File: config.mk
export PLATFORM = sky130hd
export DESIGN_NAME = serial_rx_core
export DESIGN_NICKNAME = d
export VERILOG_FILES = /design/src/rtl/srx_pkg.sv /design/src/rtl/srx_src_mux.sv /design/src/rtl/srx_framer.sv /design/src/rtl/srx_idle_det.sv /design/src/rtl/srx_wake_ctl.sv /design/src/rtl/serial_rx_core.sv
export SDC_FILE = /design/constraint.sdc
export NUM_CORES = 1
export LEC_CHECK = 0
export BUFFER_PORTS_ARGS = -buffer_cell sky130_fd_sc_hd__buf_2
export CAP_MARGIN = 20
export CORE_MARGIN = 3
export CORE_UTILIZATION = 53
export CTS_CLUSTER_DIAMETER = 120
export DETAILED_ROUTE_END_ITERATION = 7
export PLACE_DENSITY = 0.76
export SLEW_MARGIN = 30
export SYNTH_ARGS = -nofsm -noshare
export SYNTH_HDL_FRONTEND = slang
export SYNTH_SLANG_ARGS = --single-unit
export TNS_END_PERCENT = 30
File: constraint.sdc
create_clock -name clk -period 2.34 [get_ports clk]
set_input_delay 0.351 -clock clk [delete_from_list [all_inputs] [get_ports clk]]
set_output_delay 0.351 -clock clk [all_outputs]
set_load 0.02 [all_outputs]
File: src/rtl/srx_pkg.sv
package srx_pkg;

    typedef enum logic [1:0] {
        FR_IDLE,
        FR_START,
        FR_DATA,
        FR_STOP
    } fr_state_e;

    typedef enum logic [1:0] {
        SRC_PIN,
        SRC_LOOP,
        SRC_WIRE
    } src_sel_e;

    typedef struct packed {
        logic       nine;
        logic       par_en;
        logic       par_odd;
    } frame_cfg_t;

    typedef struct packed {
        logic [8:0] data;
        logic       perr;
        logic       ferr;
    } rx_char_t;

    // data bits plus optional parity bit
    function automatic logic [3:0] payload_bits(frame_cfg_t c);
        return 4'd8 + {3'b000, c.nine} + {3'b000, c.par_en};
    endfunction

    // whole frame: start + payload + stop
    function automatic logic [3:0] frame_bits(frame_cfg_t c);
        return payload_bits(c) + 4'd2;
    endfunction

    function automatic logic parity_fault(frame_cfg_t c, logic [8:0] d, logic pbit);
        logic [8:0] m;
        m = c.nine ? d : {1'b0, d[7:0]};
        return c.par_en & ((^m ^ pbit) != c.par_odd);
    endfunction

endpackage

File: src/rtl/srx_src_mux.sv
module srx_src_mux
    import srx_pkg::*;
#(
    parameter int SYNC_STAGES = 2
) (
    input  logic clk,
    input  logic rst,
    input  logic loop_en,
    input  logic shared_wire,
    input  logic rx_pin,
    input  logic tx_int,
    input  logic tx_pin,
    output logic line
);

    src_sel_e sel;
    logic     raw;
    logic [SYNC_STAGES-1:0] sync_q;

    always_comb begin
        if (!loop_en)        sel = SRC_PIN;
        else if (shared_wire) sel = SRC_WIRE;
        else                 sel = SRC_LOOP;
    end

    always_comb begin
        unique case (sel)
            SRC_LOOP: raw = tx_int;
            SRC_WIRE: raw = tx_pin;
            default:  raw = rx_pin;
        endcase
    end

    for (genvar g = 0; g < SYNC_STAGES; g++) begin : g_stage
        if (g == 0) begin : g_first
            always_ff @(posedge clk) begin
                if (rst) sync_q[g] <= 1'b1;
                else     sync_q[g] <= raw;
            end
        end else begin : g_next
            always_ff @(posedge clk) begin
                if (rst) sync_q[g] <= 1'b1;
                else     sync_q[g] <= sync_q[g-1];
            end
        end
    end

    assign line = sync_q[SYNC_STAGES-1];

endmodule

File: src/rtl/srx_framer.sv
module srx_framer
    import srx_pkg::*;
#(
    parameter int OVS = 16
) (
    input  logic       clk,
    input  logic       rst,
    input  logic       tick,
    input  logic       line,
    input  frame_cfg_t cfg,
    output logic       busy,
    output logic       done,
    output rx_char_t   chr
);

    localparam int CW  = $clog2(OVS);
    localparam int MID = OVS / 2;

    fr_state_e   st;
    logic [CW-1:0] cnt;
    logic [3:0]  bidx;
    logic [9:0]  shreg;
    logic        done_q;
    rx_char_t    chr_q;

    logic [3:0]  nb;
    logic [9:0]  aligned;
    logic [8:0]  dword;
    logic        pbit;

    assign nb      = payload_bits(cfg);
    assign aligned = shreg >> (4'd10 - nb);
    assign dword   = cfg.nine ? aligned[8:0] : {1'b0, aligned[7:0]};
    assign pbit    = cfg.nine ? aligned[9] : aligned[8];

    always_ff @(posedge clk) begin
        if (rst) begin
            st     <= FR_IDLE;
            cnt    <= '0;
            bidx   <= '0;
            shreg  <= '0;
            done_q <= 1'b0;
            chr_q  <= '0;
        end else begin
            done_q <= 1'b0;
            if (tick) begin
                unique case (st)
                    FR_IDLE: begin
                        if (!line) begin
                            st  <= FR_START;
                            cnt <= '0;
                        end
                    end
                    FR_START: begin
                        if (cnt == CW'(MID - 1)) begin
                            cnt <= '0;
                            if (!line) begin
                                st   <= FR_DATA;
                                bidx <= '0;
                            end else begin
                                st <= FR_IDLE;
                            end
                        end else begin
                            cnt <= cnt + 1'b1;
                        end
                    end
                    FR_DATA: begin
                        if (cnt == CW'(OVS - 1)) begin
                            cnt   <= '0;
                            shreg <= {line, shreg[9:1]};
                            if (bidx == nb - 4'd1) st <= FR_STOP;
                            else                   bidx <= bidx + 4'd1;
                        end else begin
                            cnt <= cnt + 1'b1;
                        end
                    end
                    FR_STOP: begin
                        if (cnt == CW'(OVS - 1)) begin
                            cnt        <= '0;
                            st         <= FR_IDLE;
                            done_q     <= 1'b1;
                            chr_q.data <= dword;
                            chr_q.perr <= parity_fault(cfg, dword, pbit);
                            chr_q.ferr <= !line;
                        end else begin
                            cnt <= cnt + 1'b1;
                        end
                    end
                    default: st <= FR_IDLE;
                endcase
            end
        end
    end

    assign busy = (st != FR_IDLE);
    assign done = done_q;
    assign chr  = chr_q;

    // entering the data phase requires a low mid-start sample
    assert_start_low_R3: assert property (@(posedge clk) disable iff (rst)
        (st == FR_DATA && $past(st) == FR_START) |-> !$past(line));

    // bit index never runs past the configured payload
    assert_bit_bound_R4: assert property (@(posedge clk) disable iff (rst)
        (st == FR_DATA) |-> (bidx < nb));

    // completion is a single-cycle event
    assert_done_single_R7: assert property (@(posedge clk) disable iff (rst)
        done_q |=> !done_q);

endmodule

File: src/rtl/srx_idle_det.sv
module srx_idle_det
    import srx_pkg::*;
#(
    parameter int OVS       = 16,
    parameter int MAX_FRAME = 12
) (
    input  logic       clk,
    input  logic       rst,
    input  logic       tick,
    input  logic       line,
    input  logic       busy,
    input  logic       after_stop,
    input  logic       char_done,
    input  frame_cfg_t cfg,
    output logic       idle_pulse
);

    localparam int IW = $clog2(MAX_FRAME * OVS + 1);

    logic [IW-1:0] cnt;
    logic [IW-1:0] thr;
    logic          armed;
    logic          pulse_q;

    assign thr = IW'(frame_bits(cfg) * OVS);

    always_ff @(posedge clk) begin
        if (rst) begin
            cnt     <= '0;
            armed   <= 1'b1;
            pulse_q <= 1'b0;
        end else begin
            pulse_q <= 1'b0;
            if (tick) begin
                if (!line || (after_stop && busy)) begin
                    cnt <= '0;
                end else if (cnt < thr) begin
                    cnt <= cnt + 1'b1;
                    if (cnt == thr - IW'(1) && armed) begin
                        pulse_q <= 1'b1;
                        armed   <= 1'b0;
                    end
                end
            end
            if (char_done) armed <= 1'b1;
        end
    end

    assign idle_pulse = pulse_q;

    // an idle report follows a high sample
    assert_idle_high_R8: assert property (@(posedge clk) disable iff (rst)
        pulse_q |-> $past(line));

    // stop-relative mode never reports while a frame was in progress
    assert_idle_type_R9: assert property (@(posedge clk) disable iff (rst)
        (pulse_q && $past(after_stop)) |-> !$past(busy));

    // no back-to-back reports
    assert_idle_once_R10: assert property (@(posedge clk) disable iff (rst)
        pulse_q |=> !pulse_q);

endmodule

File: src/rtl/srx_wake_ctl.sv
module srx_wake_ctl (
    input  logic clk,
    input  logic rst,
    input  logic sleep_req,
    input  logic wake_addr,
    input  logic char_done,
    input  logic char_msb,
    input  logic idle_pulse,
    output logic awake,
    output logic deliver
);

    logic awake_q;
    logic wake_evt;

    assign wake_evt = wake_addr ? (char_done && char_msb) : idle_pulse;
    assign deliver  = char_done && (awake_q || (wake_addr && char_msb));

    always_ff @(posedge clk) begin
        if (rst)            awake_q <= 1'b1;
        else if (sleep_req) awake_q <= 1'b0;
        else if (wake_evt)  awake_q <= 1'b1;
    end

    assign awake = awake_q;

    // idle-wake standby delivers nothing
    assert_standby_quiet_R11: assert property (@(posedge clk) disable iff (rst)
        (!awake_q && !wake_addr) |-> !deliver);

    // address wake coincides with delivery of the waking character
    assert_addr_wake_R12: assert property (@(posedge clk) disable iff (rst)
        ($rose(awake_q) && $past(wake_addr)) |-> $past(deliver));

    // idle wake follows an idle report
    assert_idle_wake_R13: assert property (@(posedge clk) disable iff (rst)
        ($rose(awake_q) && !$past(wake_addr)) |-> $past(idle_pulse));

endmodule

File: src/rtl/serial_rx_core.sv
module serial_rx_core
    import srx_pkg::*;
#(
    parameter int OVS         = 16,
    parameter int SYNC_STAGES = 2
) (
    input  logic       clk,
    input  logic       rst,
    input  logic       os_tick,
    input  logic       rx_pin,
    input  logic       tx_int,
    input  logic       tx_pin,
    input  logic       cfg_loop_en,
    input  logic       cfg_shared_wire,
    input  logic       cfg_nine,
    input  logic       cfg_par_en,
    input  logic       cfg_par_odd,
    input  logic       cfg_wake_addr,
    input  logic       cfg_idle_after_stop,
    input  logic       sleep_req,
    output logic [8:0] rx_data,
    output logic       rx_valid,
    output logic       par_err,
    output logic       frm_err,
    output logic       idle_line,
    output logic       awake
);

    frame_cfg_t fcfg;
    logic       line;
    logic       busy;
    logic       done;
    rx_char_t   chr;
    logic       msb;
    logic       idle_pulse;
    logic       deliver;

    assign fcfg = {cfg_nine, cfg_par_en, cfg_par_odd};

    srx_src_mux #(.SYNC_STAGES(SYNC_STAGES)) u_mux (
        .clk         (clk),
        .rst         (rst),
        .loop_en     (cfg_loop_en),
        .shared_wire (cfg_shared_wire),
        .rx_pin      (rx_pin),
        .tx_int      (tx_int),
        .tx_pin      (tx_pin),
        .line        (line)
    );

    srx_framer #(.OVS(OVS)) u_framer (
        .clk  (clk),
        .rst  (rst),
        .tick (os_tick),
        .line (line),
        .cfg  (fcfg),
        .busy (busy),
        .done (done),
        .chr  (chr)
    );

    srx_idle_det #(.OVS(OVS)) u_idle (
        .clk        (clk),
        .rst        (rst),
        .tick       (os_tick),
        .line       (line),
        .busy       (busy),
        .after_stop (cfg_idle_after_stop),
        .char_done  (done),
        .cfg        (fcfg),
        .idle_pulse (idle_pulse)
    );

    assign msb = cfg_nine ? chr.data[8] : chr.data[7];

    srx_wake_ctl u_wake (
        .clk        (clk),
        .rst        (rst),
        .sleep_req  (sleep_req),
        .wake_addr  (cfg_wake_addr),
        .char_done  (done),
        .char_msb   (msb),
        .idle_pulse (idle_pulse),
        .awake      (awake),
        .deliver    (deliver)
    );

    assign rx_data   = chr.data;
    assign par_err   = chr.perr;
    assign frm_err   = chr.ferr;
    assign rx_valid  = deliver;
    assign idle_line = idle_pulse;

    // one strobe per character
    assert_valid_pulse_R7: assert property (@(posedge clk) disable iff (rst)
        rx_valid |=> !rx_valid);

    // 8-bit mode never reports a ninth bit
    assert_eight_bit_R4: assert property (@(posedge clk) disable iff (rst)
        (rx_valid && !cfg_nine) |-> !rx_data[8]);

    // parity flag stays clear without parity
    assert_no_parity_R5: assert property (@(posedge clk) disable iff (rst)
        (rx_valid && !cfg_par_en) |-> !par_err);

endmodule

==> results of run 1 <==
## per-layer routing
layer / GRT usage, % / vias up
li1: - / 1149
met1: 26.3 / 1026
met2: 33.7 / 53
met3: 3.56 / 9
met4: 7.57 / 0
met5: 0 / -
## cell usage in the layout (no fill, tap or decap), types with 2 or more instances in the layout
master,instances
or3_1,2
nor3_1,4
inv_1,11
ha_1,9
a211oi_1,2
buf_4,21
clkbuf_8,6
mux2_2,2
or2_2,4
buf_2,27
nor2b_1,7
a21oi_1,28
a32oi_1,2
a21o_1,3
xor2_1,7
nand3b_1,2
o21ai_0,16
xnor2_1,8
nor2_1,39
a31oi_1,3
nand3_1,10
xnor3_1,2
and3_1,3
or4_1,2
mux2i_1,20
nand2_1,23
nand4b_1,2
dfxtp_1,45
o2111ai_1,3
## final cells by class
cell class / count / area, um2 / area share [%]
inverter: 11 / 41.3 / 1.40
clock buffer: 7 / 86.3 / 2.92
clock inverter: 1 / 30.0 / 1.02
multi-input combinational: 231 / 1540 / 52.0
tap: 52 / 65.1 / 2.20
sequential: 45 / 901 / 30.5
timing repair buffer: 48 / 293 / 9.92
## logic make-up (layout without fill, tap and decap cells)
logic type      count (synthesis)  in the layout
compound gates                 71             71
xor+xnor                       17             17
fa+ha+maj                       9              9
buf+inv                        30             67
flops                          45             45
mux                            23             23
simple gates                  111            111
## final timing paths
check | endpoint | depth (start not counted)
setup / recovery | u_idle.armed | 7
hold / removal | u_wake.awake | 2
setup reg to reg | u_idle.armed | 5
hold reg to reg | u_mux.line | 1
## flip-flops by register name, indices dropped and copies added, names as in the netlist, named ones only
register           flops
u_wake.awake           1
u_framer.done          1
u_idle.armed           1
u_mux.line             1
u_framer.shreg        10
u_framer.st            1
u_mux.sync_q           1
u_framer.chr          11
u_framer.cnt           4
u_idle.cnt             8
u_framer.bidx          4
u_idle.idle_pulse      1
## report_power, final
group / total, uW / switching [uW] / internal [uW]
combinational: 156 / 88.5 / 67.4
sequential: 782 / 8.46 / 774
clock: 617 / 269 / 348
total: 1560 / 366 / 1190
## metrics by stage
stage	setup slack [ns]	total power (uW)	setup TNS, ns	hold WS (ns)
6_report	0.161	1560	0	0.227
5_1_grt	0.0563	1610	0	0.246
4_1_cts	0.148	1570	0	0.218
3_5_place_dp	-0.183	955	-0.364	0.399
3_3_place_gp	-0.113	952	-0.172	0.395
2_1_floorplan	0.0228	908	0	0.389
## worst max-delay path: cells and delay by family
| family | cells | cell delay [ns] |
|---|---|---|
| and+or+nand+nor | 2 | 1.03 |
| adders and majority gates | 2 | 0.58 |
| AOI/OAI and AO/OA | 1 | 0.27 |
| buffers and inverters | 2 | 0.15 |
==> flow_summary.yaml, run 1 <==
synth:
  synth-xor-area-share_pct: 6.87
  synth.most_common_cell: "dfxtp_1"
  synth_common_cells: "dfxtp_1 (45), nor2_1 (39), a21oi_1 (28), nand2_1 (23), mux2i_1 (20)"
  synth_top_family_by_area: "simple AND/OR/NAND/NOR gates"
  synth-compound-area-share_pct: 17.4
  yosys_most_used_dff: "dfxtp_1"
  yosys.cell_types.count: 58
  synthMuxAreaShare_pct: 9.55
  synth_cells: 306
  yosys.area_share.adder_pct: 4.38
  synth-edff-count: 0
  ys_seq_area_share_pct: 35.1
  syn_area_um2: 2570
  synth_top_area_share_pct: 35.1
  synth_nets: 329
  synth_largest_area_cell: "dfxtp_1"
  synth-seq-cells: 45
  yosys.area_share.simple_pct: 21.4
  synth.area.top_cells: "dfxtp_1 (35%), mux2i_1 (7.8%), nor2_1 (5.7%), a21oi_1 (5.5%), ha_1 (4.4%)"
  synthArstFlopShare_pct: 0
  yosys_warnings: 0
  synth_area_per_cell_um2: 8.39
floorplanning:
  initial_utilization_pct: 57.0
  core_um2: 4500
  rows: 24
  die-area_um2: 5720
  die_h_um: 75.6
  io_pins: 28
  die_w_um: 75.6
global_route:
  grt_max_degree: 40
  grt_pass1_vias: 1967
  grt_antenna_before_repair: 0
  track_usage_pct: 20.3
  grt_pass1_wl_um: 8850
  grt_overflow: 0
clock_tree:
  clk_latency_ns: 0.31
  clock_sinks: 45
  root_buffer: "clkbuf_8"
  cts_resized: 0
  cts_buffer_depth: 2
  post_cts_buffers: 0
  path_clk_slew_ns: 0.08
  numCtsBuffers: 5
  cts_tree: "yes"
  cts_hold_buffers: 0
  h-tree-depth: 2
job:
  drv_cap: 0
detailed_routing:
  firstDrtPassIters: 4
  routedWlPerCell_um: 13.8
  drt-total-wl_um: 5460
  vias: 2237
  via_per_inst: 5.66
  drt_iter0_markers: 140
  drtAntennaViolNets: 0
  drc: 0
  highest_layer: "met4"
  met1_length_um: 2510
  dr_wl_met3_um: 234
  wl_met2_um: 2620
sta:
  setup_violations: 0
  tightestPinTransition_ns: 0.667
  fmax_ghz: 0.459
  slew_viol_final: 0
  maxSlewHeadroom_pct: 55.5
  rsz0062_at_grt: "false"
  hold_viol_final: 0
  min_period_over_period_pct: 93.1
  period_minus_slack_ns: 2.18
  skew_ns: 0.00624
critical_path:
  end_kind: "flop"
  cp-start-kind: "primary input"
  path_class: "in -> reg"
  slowest_stage: "or4_1"
  cp_max_fo: 3
  reg2reg_from: "u_idle.cnt[4]"
  worstPathRequired_ns: 2.54
  critPathArrivalTime_ns: 2.38
  regToRegSetupSlack_ns: 0.22
  crit_path_frequent_cell: "ha_1"
  path_cells: "buf_2 > inv_1 > ha_1 > ha_1 > or4bb_1 > or4_1 > a211o_1"
  max_stage_delay_ns: 0.56
  startpoint: "cfg_nine"
hold_path:
  hp-class: "in -> reg"
  holdCritStartpoint: "sleep_req"
layout:
  layout-drive-gt1-share_pct: 19.2
  n_fill_cell: 397
  final_area_um2: 2950
  diodes: 0
  utilization_pct: 65.5
  fin_cells: 395
  nNetsFinal: 365
  area_growth_pct: 14.9
placed_design:
  dp_hpwl_um: 4020
  dpl_cell_area_um2: 2840
  gp_congestion: 0.887
  port_buffers: 27
  placed_cells: 387
pwr:
  power.leakage_uw: 0.00122
  peakVddDrop_mv: 0.393
  power_density_nw_per_um2: 527
run_status:
  status: "finished clean"
Note: power is estimated with default switching activity, not from simulation.
==> run 2: changes to the inputs <==
--- a/config.mk
+++ b/config.mk
@@ -8,12 +8,13 @@
 export BUFFER_PORTS_ARGS = -buffer_cell sky130_fd_sc_hd__buf_2
 export CAP_MARGIN = 20
 export CORE_MARGIN = 3
-export CORE_UTILIZATION = 53
+export CORE_UTILIZATION = 45
 export CTS_CLUSTER_DIAMETER = 120
 export DETAILED_ROUTE_END_ITERATION = 7
-export PLACE_DENSITY = 0.76
+export PLACE_DENSITY = 0.66
 export SLEW_MARGIN = 30
 export SYNTH_ARGS = -nofsm -noshare
 export SYNTH_HDL_FRONTEND = slang
+export SYNTH_HIERARCHICAL = 1
 export SYNTH_SLANG_ARGS = --single-unit
 export TNS_END_PERCENT = 30
==> run 2 against run 1 <==
  * Total power down 7.1%
  * Critical endpoint is now u_idle/armed
  * Sequential power about the same
  * Non-clock buffer count up 5
  * Hold slack worse by 0.012 ns
  * First-iteration DRC count down 3.6%
  * Setup slack worse by 0.044 ns
  * Critical path depth down 1
  * Sequential cell count unchanged
  * Cell count up 7.3%
  * Highest routed layer unchanged
  * Largest cell class unchanged
  * Sequential share of layout area down 1.1 points
==> flow_summary.yaml, run 2 <==
synth:
  synth.area.top_cells: "dfxtp_1 (34%), mux2i_1 (6.8%), ha_1 (4.7%), nor2_1 (4.7%), a21oi_1 (3.4%)"
  synth_nets: 333
  synthArstFlopShare_pct: 0
  yosys_most_used_dff: "dfxtp_1"
  synth_common_cells: "dfxtp_1 (45), nor2_1 (33), nand2_1 (22), a21oi_1 (18), mux2i_1 (18)"
  synth.most_common_cell: "dfxtp_1"
  syn_area_um2: 2650
  synth_area_per_cell_um2: 8.58
  synth_top_area_share_pct: 34.0
  yosys.cell_types.count: 64
  synth_cells: 309
  ys_seq_area_share_pct: 34.0
  yosys_warnings: 6
  synth-seq-cells: 45
  synth_largest_area_cell: "dfxtp_1"
  synth-edff-count: 0
run_status:
  status: "finished clean"
layout:
  layout-drive-gt1-share_pct: 22.4
  largest_register_ffs: 11
  nNetsFinal: 375
  multi_input_area_um2: 1610
  area_growth_pct: 15.6
  final_area_um2: 3060
  n_fill_cell: 547
  layout_commonest_cell: "dfxtp_1"
  mostFrequentLayoutCells: "dfxtp_1 (45), nor2_1 (33), buf_2 (27)"
  diodes: 0
  regArea_um2: 901
sta:
  fin_ws_ns: 0.117
  period_minus_slack_ns: 2.22
  hold_viol_final: 0
  min_period_over_period_pct: 95.0
  skew_ns: 0.00914
  tightestPinTransition_ns: 0.599
  fmax_ghz: 0.450
  setup_violations: 0
  rsz0062_at_grt: "false"
  slew_viol_final: 0
  maxSlewHeadroom_pct: 60.0
pwr:
  power_density_nw_per_um2: 471
  peakVddDrop_mv: 0.261
  power.leakage_uw: 0.00117
critical_path:
  regToRegSetupSlack_ns: 0.12
  worstPathRequired_ns: 2.53
  rr_worst_depth: 6
  cp_max_fo: 8
  path_class: "reg -> reg"
  critPathArrivalTime_ns: 2.42
  end_kind: "flop"
  worstReg2RegEnd: "u_idle/armed"
  cp-start-kind: "flop"
global_route:
  grt_pass1_vias: 2181
  track_usage_pct: 18.9
  grt_overflow: 0
  grt_max_degree: 33
  grt_antenna_before_repair: 0
  grt_pass1_wl_um: 10100
hold_path:
  min_to: "u_wake/awake"
  hp-class: "in -> reg"
  hold_depth: 2
  holdCritStartpoint: "sleep_req"
placed_design:
  pre_cts_ws_ns: -0.0882
  port_buffers: 27
  dpl_cell_area_um2: 2980
  gp_congestion: 0.781
  dp_hpwl_um: 4370
floorplanning:
  die_w_um: 82.8
  die-area_um2: 6850
  core_um2: 5610
  rows: 27
  io_pins: 28
  initial_utilization_pct: 47.3
  die_h_um: 82.8
clock_tree:
  path_clk_slew_ns: 0.09
  numCtsBuffers: 5
  root_buffer: "clkbuf_8"
  cts_buffer_depth: 2
  cts_resized: 0
  h-tree-depth: 2
  clk_latency_ns: 0.30
  post_cts_buffers: 0
  cts_hold_buffers: 0
  clock_sinks: 45
  cts_tree: "yes"
detailed_routing:
  via_per_inst: 5.52
  drc: 0
  routedWlPerCell_um: 13.9
  drtAntennaViolNets: 0
  drt_iter0_markers: 135
  firstDrtPassIters: 6
  vias: 2342
  drt-total-wl_um: 5900
job:
  drv_cap: 0
==> run 2: worst max path at each step <==
stage | cells past startpoint | to | slack, ns | startpoint
6_report | 6 | u_idle/armed | 0.12 | flop
4_1_cts | 6 | u_idle/armed | 0.11 | flop
5_1_grt | 6 | u_idle/armed | 0.01 | flop
3_3_place_gp | 7 | u_idle/armed | -0.05 | cfg_par_en
3_5_place_dp | 7 | u_idle/armed | -0.09 | cfg_par_en
2_1_floorplan | 7 | u_idle/armed | 0.001 | flop
==> run 2: stage by stage <==
step | hold WS, ns | TNS (ns) | util [%] | power (uW) | std cells
floorplan | 0.392 | 0 | - | 918 | 309
global placement | 0.395 | -0.0474 | 53.1 | 985 | 416
detailed placement | 0.405 | -0.133 | 53.1 | 988 | 416
CTS | 0.210 | 0 | 54.6 | 1470 | 424
global route | 0.213 | 0 | 54.6 | 1520 | 424
finish | 0.215 | 0 | 54.6 | 1440 | 424
==> run 2: cells by family after synthesis <==
group	Yosys count	synth area share, %
DFF	45	34.0
muxes	22	9.25
buffers and inverters	32	5.52
AOI/OAI and AO/OA	70	19.0
xor gates and xnor gates	12	3.96
adders and majority gates	10	4.72
and+or+nand+nor	118	23.5
==> run 2: per-layer routing <==
metal | vias up | wire length [um] | GRT usage (%)
met5 | - | 0 | 0
met4 | 0 | 51 | 4.58
met3 | 4 | 205 | 3.90
met2 | 43 | 2740 | 31.2
met1 | 1102 | 2900 | 25.2
li1 | 1193 | - | -
==> run 2: layout make-up <==
cell class	count	share of cell area (%)
multi-input cells	232	52.4
flip-flops and latches	45	29.4
inverters	14	1.71
clock buffers	7	2.49
repair buffers	53	10.8
clock inverters	1	0.245
well taps	72	2.94
==> run 2: report_power, final <==
part,leakage (uW),total [uW],switching [uW],internal [uW]
sequential,0.000364,781,6.69,774
clock,0.0000385,474,262,212
combinational,0.000768,189,106,82.6
total,0.00117,1440,375,1070
==> run 2: critical path: stages (launching register included) <==
cell	delay (ns)
dfxtp_1	0.32
or2_4	0.28
a21boi_4	0.19
nand2_4	0.10
or4_1	0.50
or4_1	0.44
a211o_1	0.30
